==> config.mk <==
export PLATFORM = sky130hd
export DESIGN_NAME = pci_stat_reg
export DESIGN_NICKNAME = d
export VERILOG_FILES = /design/src/rtl/pci_stat_pkg.sv /design/src/rtl/pci_stat_flag.sv /design/src/rtl/pci_stat_serr.sv /design/src/rtl/pci_stat_reg.sv
export SDC_FILE = /design/constraint.sdc
export NUM_CORES = 1
export LEC_CHECK = 0
export BUFFER_PORTS_ARGS = -buffer_cell sky130_fd_sc_hd__buf_2
export CAP_MARGIN = 20
export CORE_UTILIZATION = 28
export CTS_BUF_LIST = sky130_fd_sc_hd__clkbuf_8
export DETAILED_ROUTE_END_ITERATION = 8
export PLACE_DENSITY = 0.84
export RECOVER_POWER = 50
export SETUP_SLACK_MARGIN = 0.05
export SLEW_MARGIN = 20
export SYNTH_ARGS = -nofsm -noshare
export SYNTH_HDL_FRONTEND = slang
export SYNTH_SLANG_ARGS = --single-unit
export TNS_END_PERCENT = 50
==> constraint.sdc <==
create_clock -name clk -period 1.3 [get_ports clk]
set_input_delay 0.195 -clock clk [delete_from_list [all_inputs] [get_ports clk]]
set_output_delay 0.195 -clock clk [all_outputs]
set_load 0.005 [all_outputs]
==> src/rtl/pci_stat_pkg.sv <==
package pci_stat_pkg;
  localparam int STAT_W = 16;
  localparam logic [STAT_W-1:0] STAT_RST = 16'h0210;
  localparam int CAP_POS = 4;
  localparam int DEVT_LO = 9;
  localparam logic [1:0] DEVT_MEDIUM = 2'b01;
  localparam int STICKY_N = 6;
  // sticky flag order: master data perr, target abort sent, target abort
  // received, master abort received, system error signalled, parity detected
  localparam int STICKY_POS [STICKY_N] = '{8, 11, 12, 13, 14, 15};
endpackage

==> src/rtl/pci_stat_flag.sv <==
module pci_stat_flag (
  input  logic clk,
  input  logic rst,
  input  logic set_i,
  input  logic clr_i,
  output logic q_o
);
  always_ff @(posedge clk) begin
    if (rst)        q_o <= 1'b0;
    else if (set_i) q_o <= 1'b1;
    else if (clr_i) q_o <= 1'b0;
  end
endmodule

==> src/rtl/pci_stat_serr.sv <==
module pci_stat_serr (
  input  logic clk,
  input  logic rst,
  input  logic enable_i,
  input  logic addr_perr_i,
  input  logic spec_perr_i,
  output logic fire_o,
  output logic serr_n_o
);
  assign fire_o = enable_i & (addr_perr_i | spec_perr_i);

  always_ff @(posedge clk) begin
    if (rst) serr_n_o <= 1'b1;
    else     serr_n_o <= ~fire_o;
  end
endmodule

==> src/rtl/pci_stat_reg.sv <==
module pci_stat_reg #(
  parameter int DW        = 32,
  parameter int STAT_LANE = 2
) (
  input  logic                 clk,
  input  logic                 rst,
  input  logic                 cfg_wr,
  input  logic [DW/8-1:0]      cfg_be,
  input  logic [DW-1:0]        cfg_wdata,
  input  logic                 acpi_mode,
  input  logic                 serr_en,
  input  logic                 ev_addr_perr_tgt,
  input  logic                 ev_data_perr_spec,
  input  logic                 ev_data_perr_mst,
  input  logic                 ev_tgt_abort_sent,
  input  logic                 ev_tgt_abort_rcvd,
  input  logic                 ev_mst_abort_rcvd,
  output logic [15:0]          status_o,
  output logic                 serr_n_o
);
  import pci_stat_pkg::*;

  localparam int BE_W = DW / 8;

  logic                serr_fire;
  logic                cap_q;
  logic [STICKY_N-1:0] set_v;
  logic [STICKY_N-1:0] clr_v;
  logic [STICKY_N-1:0] flag_q;

  pci_stat_serr u_serr (
    .clk         (clk),
    .rst         (rst),
    .enable_i    (serr_en),
    .addr_perr_i (ev_addr_perr_tgt),
    .spec_perr_i (ev_data_perr_spec),
    .fire_o      (serr_fire),
    .serr_n_o    (serr_n_o)
  );

  // event sources in sticky-flag order
  assign set_v = {ev_addr_perr_tgt | ev_data_perr_spec | ev_data_perr_mst,
                  serr_fire,
                  ev_mst_abort_rcvd,
                  ev_tgt_abort_rcvd,
                  ev_tgt_abort_sent,
                  ev_data_perr_mst};

  for (genvar k = 0; k < STICKY_N; k++) begin : g_flag
    localparam int POS  = STICKY_POS[k];
    localparam int LANE = STAT_LANE + POS / 8;
    localparam int DBIT = LANE * 8 + POS % 8;

    assign clr_v[k] = cfg_wr & cfg_be[LANE] & cfg_wdata[DBIT];

    pci_stat_flag u_flag (
      .clk   (clk),
      .rst   (rst),
      .set_i (set_v[k]),
      .clr_i (clr_v[k]),
      .q_o   (flag_q[k])
    );
  end

  always_ff @(posedge clk) begin
    if (rst) cap_q <= STAT_RST[CAP_POS];
    else     cap_q <= ~acpi_mode;
  end

  always_comb begin
    status_o = '0;
    status_o[CAP_POS] = cap_q;
    status_o[DEVT_LO +: 2] = DEVT_MEDIUM;
    for (int k = 0; k < STICKY_N; k++) status_o[STICKY_POS[k]] = flag_q[k];
  end

  logic unused_be;
  assign unused_be = ^{cfg_be[BE_W-1:0]};
endmodule

==> reports/metrics.yaml, run 1 <==
run_status:
  status: "completed"
grt:
  overflow: 0
  grt_use_total_pct: 9.08
  grt_pass1_vias: 275
  grt_first_pass_wirelength_um: 1150
  antenna_found_initial: 0
  grt_max_degree: 11
cts:
  cts_resized: 0
  clk_pin_slew_ns: 0.04
  cts.path.max_buffers: 2
  insertion_delay_ns: 0.22
  numCtsBuffers: 3
  cts_setup_buffers: 0
  htreeDepth: 1
  clock-sinks: 8
  ctsHoldBuffers: 0
  cts_tree: "built"
  root_buffer: "clkbuf_8"
power:
  ir_drop_mv: 0.408
  p_leak_nw: 0.283
  p_total_w: 0.000646
  p_per_area_nw_per_um2: 1250
logic_synthesis:
  synthXorXnorAreaFrac_pct: 0
  synthSimpleGateAreaFrac_pct: 27.6
  synth_area_um2: 439
  ys_warn_count: 0
  ys_seq_elements: 8
  syn_area_per_cell_um2: 8.78
  netlist_instances: 50
  synth_top_family_by_area: "buffers and inverters"
  synth_cell_types: 13
  synthMuxAreaShare_pct: 0
  synthAdderAreaFrac_pct: 0
  synth_compound_area_share_pct: 3.42
  synth-seq-area-share_pct: 36.5
critical_path:
  startpoint: "g_flag[1].u_flag.q_o$_SDFFE_PP0P_"
  cp-start-kind: "flip-flop"
  required_ns: 1.11
  worstPathMaxFanout: 2
  rrSetupSlack_ns: 0.72
  cp-end-kind: "primary output"
  critPathSlowestCell: "dfxtp_1"
  worstPathArrival_ns: 0.65
  r2r_start: "g_flag[4].u_flag.q_o$_SDFFE_PP0P_"
  max_stage_delay_ns: 0.32
  path_delay_family: "flip-flops"
  crit_type: "flip-flop to primary output"
  crit_chain: "buf_2"
  cp_num_buf_inv: 1
detailed_routing:
  vias: 348
  via_per_inst: 4.19
  first_iter_violations: 2
  routedWlPerCell_um: 8.77
  dr.pass1.iters: 2
  drt_wl_total_um: 728
  drc: 0
  ant_nets: 0
timing:
  finClkSkew_ns: 0
  hold_viol_final: 0
  period_minus_slack_ns: 0.849
  rsz0062_at_grt: "no"
  setup_ws_ns: 0.451
  clock.fmax_mhz: 1180
  finalSetupTns_ns: 0
  fin_crit_sh_pct: 65.3
  drv_slew: 0
  setup_violations: 0
floorplan:
  die_area_um2: 1730
  start_util_pct: 31.8
  dieWidth_um: 41.6
  rows: 13
  pin_count: 64
  fp.dieH_um: 41.6
  core-area_um2: 1380
cells_and_area:
  regArea_um2: 160
  multi_input_area_um2: 170
  final_util_pct: 37.5
  area_delta_synth_final_pct: 17.9
  nNetsFinal: 117
  drive_above_1_share_pct: 39.7
  stdcell_area_um2: 518
  diodes: 0
  n_fill_cell: 156
place:
  globalplace.congestion: 0.624
  placed_cell_area_um2: 478
  pre_cts_ws_ns: 0.453
  portBuffers: 25
flow_run:
  cap_violations: 0
min_path:
  hp-class: "input port to flip-flop"
  hp-start: "acpi_mode"
==> flip-flops by register name, indices dropped and copies added, names as in the netlist <==
name,cells
cap_q,1
u_serr.serr_n_o,1
g_flag.u_flag.q_o,6
==> metrics by stage <==
step | hold slack (ns) | cells
6_report | 0.139 | 83
5_1_grt | 0.133 | 83
4_1_cts | 0.138 | 83
3_5_place_dp | 0.370 | 80
3_3_place_gp | 0.367 | 80
2_1_floorplan | 0.268 | 57
==> synth_stat cells <==
library cell   n  area (µm²)
o32ai_1        1        8.76
nor2_1         5        18.8
and3_1         2        12.5
o22ai_1        1        6.26
or3_1          1        6.26
conb_1         2        7.51
nor3_1         5        25.0
and4b_1        4        40.0
inv_1          1        3.75
dfxtp_1        8         160
buf_6          1        11.3
buf_4         16         120
nand2b_1       3        18.8
==> metal layers <==
| layer | vias up | track usage, % | wire (µm) |
|---|---|---|---|
| li1 | 180 | - | - |
| met1 | 144 | 11.1 | 311 |
| met2 | 24 | 12.2 | 324 |
| met3 | 0 | 4.78 | 93 |
| met4 | 0 | 5.81 | 0 |
| met5 | - | 0 | 0 |
==> cells by family (layout without fill, tap and decap cells) <==
group                  after synthesis  in the layout
AO/OA/AOI/OAI                        2              2
buffers and inverters               18             29
flip-flops                           8              8
other                                2              9
AND/OR/NAND/NOR                     20             20
==> final cells by class <==
type / instances / area share (%)
clock buffers: 3 / 7.97
inverters: 1 / 0.725
multi-input cells: 31 / 32.9
flip-flops and latches: 8 / 30.9
well taps: 15 / 3.62
repair buffers: 25 / 23.9
==> placed cells by master, fill, tap and decap left out <==
cell type / Yosys / layout
clkbuf_1: 0 / 1
clkbuf_8: 0 / 3
and3_1: 2 / 2
o22ai_1: 1 / 1
buf_2: 0 / 24
dfxtp_1: 8 / 8
nand2b_1: 3 / 3
nor3_1: 5 / 5
inv_1: 1 / 1
o32ai_1: 1 / 1
conb_1: 2 / 9
or3_1: 1 / 1
nor2_1: 5 / 5
and4b_1: 4 / 4
==> final timing paths <==
path / end / depth (start not counted)
setup / recovery: status_o[11] / 1
hold / removal: cap_q$_SDFF_PP1_ / 2
setup reg to reg: g_flag[4].u_flag.q_o$_SDFFE_PP0P_ / 2
hold reg to reg: g_flag[5].u_flag.q_o$_SDFFE_PP0P_ / 2
==> report_power, final <==
group          internal [W]  leakage [nW]  total (W)  switching, W
registers          0.000265        0.0670   0.000272    0.00000707
clock network      0.000200        0.0216   0.000290     0.0000898
logic             0.0000452         0.194  0.0000841     0.0000389
Power figures use the tool's default switching activity.
==> run 2: changes to the inputs <==
--- a/config.mk
+++ b/config.mk
@@ -5,12 +5,13 @@
 export SDC_FILE = /design/constraint.sdc
 export NUM_CORES = 1
 export LEC_CHECK = 0
+export ABC_AREA = 1
 export BUFFER_PORTS_ARGS = -buffer_cell sky130_fd_sc_hd__buf_2
 export CAP_MARGIN = 20
 export CORE_UTILIZATION = 28
 export CTS_BUF_LIST = sky130_fd_sc_hd__clkbuf_8
 export DETAILED_ROUTE_END_ITERATION = 8
-export PLACE_DENSITY = 0.84
+export PLACE_DENSITY = 0.86
 export RECOVER_POWER = 50
 export SETUP_SLACK_MARGIN = 0.05
 export SLEW_MARGIN = 20
==> constraint.sdc (replaced) <==
create_clock -name clk -period 0.8 [get_ports clk]
set_input_delay 0.12 -clock clk [delete_from_list [all_inputs] [get_ports clk]]
set_output_delay 0.12 -clock clk [all_outputs]
set_load 0.005 [all_outputs]
==> reports/metrics.yaml, run 2 <==
cells_and_area:
  nNetsFinal: 123  # +5.1%
  largest_reg_flops: 6  # unchanged
  layout_commonest_cell: "buf_2"
  largest-register: "g_flag.u_flag.q_o"
  diodes: 0  # unchanged
  drive_above_1_share_pct: 43.2  # +3.5 points
  largest_registers: "g_flag.u_flag.q_o x6, cap_q x1, u_serr.serr_n_o x1"
  area_delta_synth_final_pct: 26.3
  final_cells: 89  # +7.2%
  n_fill_cell: 148  # -5.1%
  most-common-layout-cells: "21 x buf_2, 9 x conb_1, 8 x nand3_1, 8 x nand2_1, 7 x inv_1"
min_path:
  hp-start: "acpi_mode"
  hp-class: "input port to flip-flop"
  hold_depth: 2  # unchanged
  hold-path-endpoint: "cap_q$_SDFF_PP1_"
critical_path:
  max_stage_delay_ns: 0.31  # about the same
  worstRegToRegCells: 2  # unchanged
  cp-end-kind: "primary output"
  crit_type: "flip-flop to primary output"
  required_ns: 0.68  # -0.43 ns
  r2r_start: "g_flag[3].u_flag.q_o$_SDFFE_PP0P_"
  crit_chain: "buf_2"
  rrSetupSlack_ns: 0.23  # -0.49 ns
  cp_num_buf_inv: 1  # unchanged
  r2r-end: "g_flag[3].u_flag.q_o$_SDFFE_PP0P_"
  worstPathArrival_ns: 0.65  # about the same
  worstPathMaxFanout: 2  # unchanged
  cp-start-kind: "flip-flop"
  path_delay_family: "flip-flops"
  critPathSlowestCell: "dfxtp_2"
grt:
  grt_first_pass_wirelength_um: 931  # -19%
  grt_use_total_pct: 9.01  # -0.074 points
  overflow: 0  # unchanged
  antenna_found_initial: 0  # unchanged
  grt_pass1_vias: 252  # -8.4%
  grt_max_degree: 7  # -4
cts:
  numCtsBuffers: 3  # unchanged
  insertion_delay_ns: 0.22  # about the same
  cts.path.max_buffers: 2  # unchanged
  root_buffer: "clkbuf_8"
  cts_tree: "built"
  htreeDepth: 1  # unchanged
  cts_setup_buffers: 0  # unchanged
  clk_pin_slew_ns: 0.04  # about the same
  clock-sinks: 8  # unchanged
logic_synthesis:
  synth_top_family_by_area: "buffers and inverters"
  synth_area_um2: 418  # -4.8%
  async_reset_ff_share_pct: 0  # unchanged
  synthXorXnorAreaFrac_pct: 0  # unchanged
  synthSimpleGateAreaFrac_pct: 18.9  # -8.8 points
  yosys.cell_count.top_type: "buf_4"
  synthAdderAreaFrac_pct: 0  # unchanged
  synth_ff_type: "dfxtp_1"
  synth.top_cell.area_share_pct: 38.3  # +1.9 points
  synth_top_area_cell: "dfxtp_1"
  synth_compound_area_share_pct: 5.99  # +2.6 points
  ys_top_cells_by_area: "dfxtp_1 38%, buf_4 29%, nand3_1 8.4%"
  ys_warn_count: 0  # unchanged
  netlist_instances: 55  # +10%
  synth_cell_types: 10  # -3
  ys_seq_elements: 8  # unchanged
  synthMuxAreaShare_pct: 0  # unchanged
  synth-edff-count: 0  # unchanged
  synth_top_cells_by_count: "16 x buf_4, 8 x dfxtp_1, 8 x nand2_1, 7 x nand3_1, 6 x inv_1"
  syn_area_per_cell_um2: 7.60  # -13%
  synth-seq-area-share_pct: 38.3  # +1.9 points
detailed_routing:
  vias: 354  # +1.7%
  drt_wl_total_um: 800  # +9.9%
  first_iter_violations: 6  # +4
  dr.pass1.iters: 4  # +2
  ant_nets: 0  # unchanged
  via_per_inst: 3.98  # -5.1%
  drc: 0  # unchanged
  routedWlPerCell_um: 8.99  # +2.5%
timing:
  rsz0062_at_grt: "yes"
  clock.fmax_mhz: 1300
  hold_viol_final: 0  # unchanged
  period_minus_slack_ns: 0.769
  fin_crit_sh_pct: 96.1
  finClkSkew_ns: 0  # unchanged
  setup_ws_ns: 0.0309  # -0.420 ns
  drv_slew: 0  # unchanged
  setup_violations: 0  # unchanged
  finalSetupTns_ns: 0  # unchanged
floorplan:
  dieWidth_um: 40.6  # -2.3%
  pin_count: 64  # unchanged
  start_util_pct: 31.0  # -0.81 points
  die_area_um2: 1650  # -4.6%
  core-area_um2: 1350  # -2.4%
  fp.dieH_um: 40.6  # -2.3%
  rows: 13  # unchanged
place:
  dp_cells: 86  # +7.5%
  dp.final_hpwl_um: 636
  globalplace.congestion: 0.622  # -0.43%
  pre_cts_ws_ns: 0.196  # -0.257 ns
  portBuffers: 25  # unchanged
flow_run:
  cap_violations: 0  # unchanged
power:
  p_per_area_nw_per_um2: 2000  # +60%
  ir_drop_mv: 1.10  # +170%
  p_leak_nw: 0.299  # +5.9%
run_status:
  status: "completed"
-- run 2: changes by cell type in the layout (fill, tap and decap cells not counted), moves of 4 or more --
cell / before / now
nand3_1: 0 / 8
dfxtp_2: 0 / 5
nor2_1: 5 / 1
a21oi_1: 0 / 5
dfxtp_1: 8 / 3
nand2_1: 0 / 8
nor3_1: 5 / 0
and4b_1: 4 / 0
inv_1: 1 / 7
-- run 2: stage by stage --
step	util [%]	area, µm²	hold slack, ns	total power, W
floorplan	-	444	0.189	0.000563
global placement	34.7	468	0.288	0.000577
detailed placement	34.7	468	0.288	0.000583
CTS	38.0	513	0.0528	0.00107
global route	39.1	528	0.0648	0.00113
finish	39.1	528	0.0582	0.00106
-- run 2: layout make-up --
cell class	instances	area [µm²]	area share (%)
Sequential cell	8	166	31.5
Timing Repair Buffer	25	143	27.0
Multi-Input combinational cell	31	133	25.1
Clock buffer	3	41.3	7.82
Inverter	7	26.3	4.98
Tap cell	15	18.8	3.55
-- run 2: where the power goes --
| group | switching [W] | total [W] | internal (W) | leakage (nW) |
|---|---|---|---|---|
| logic | 0.0000669 | 0.000144 | 0.0000766 | 0.210 |
| registers | 0.0000136 | 0.000447 | 0.000433 | 0.0680 |
| clock network | 0.000142 | 0.000467 | 0.000325 | 0.0216 |
| total | 0.000223 | 0.00106 | 0.000834 | 0.299 |
-- run 2: cells by family (layout without fill, tap and decap cells) --
logic type             count (synthesis)  count (layout)
AO/OA/AOI/OAI                          5               5
AND/OR/NAND/NOR                       17              17
other                                  2               9
flip-flops                             8               8
buffers and inverters                 23              35
-- run 2: how the worst max path moves through the flow --
stage | startpoint | to | slack [ns] | cells after the start
5_1_grt | g_flag[5].u_flag.q_o$_SDFFE_PP0P_ | status_o[15] | 0.008 | 1
2_1_floorplan | g_flag[5].u_flag.q_o$_SDFFE_PP0P_ | g_flag[5].u_flag.q_o$_SDFFE_PP0P_ | 0.27 | 2
4_1_cts | g_flag[4].u_flag.q_o$_SDFFE_PP0P_ | status_o[14] | 0.02 | 1
6_report | g_flag[4].u_flag.q_o$_SDFFE_PP0P_ | status_o[14] | 0.03 | 1
3_5_place_dp | ev_addr_perr_tgt | g_flag[5].u_flag.q_o$_SDFFE_PP0P_ | 0.20 | 5
3_3_place_gp | ev_addr_perr_tgt | g_flag[5].u_flag.q_o$_SDFFE_PP0P_ | 0.20 | 5
-- run 2: per-layer routing --
layer	GRT usage [%]	vias to the layer above	wire, µm
li1	-	184	-
met1	8.77	150	274
met2	16.3	20	452
met3	4.89	0	74
met4	2.50	0	0
met5	0	-	0
-- run 2: timing repair --
item,in CTS,in global routing
setup endpoints to repair,6,8
pin swaps,0,0
gates resized for setup,3,6
hold buffers,0,0
gates cloned,0,0
hold endpoints to repair,0,0
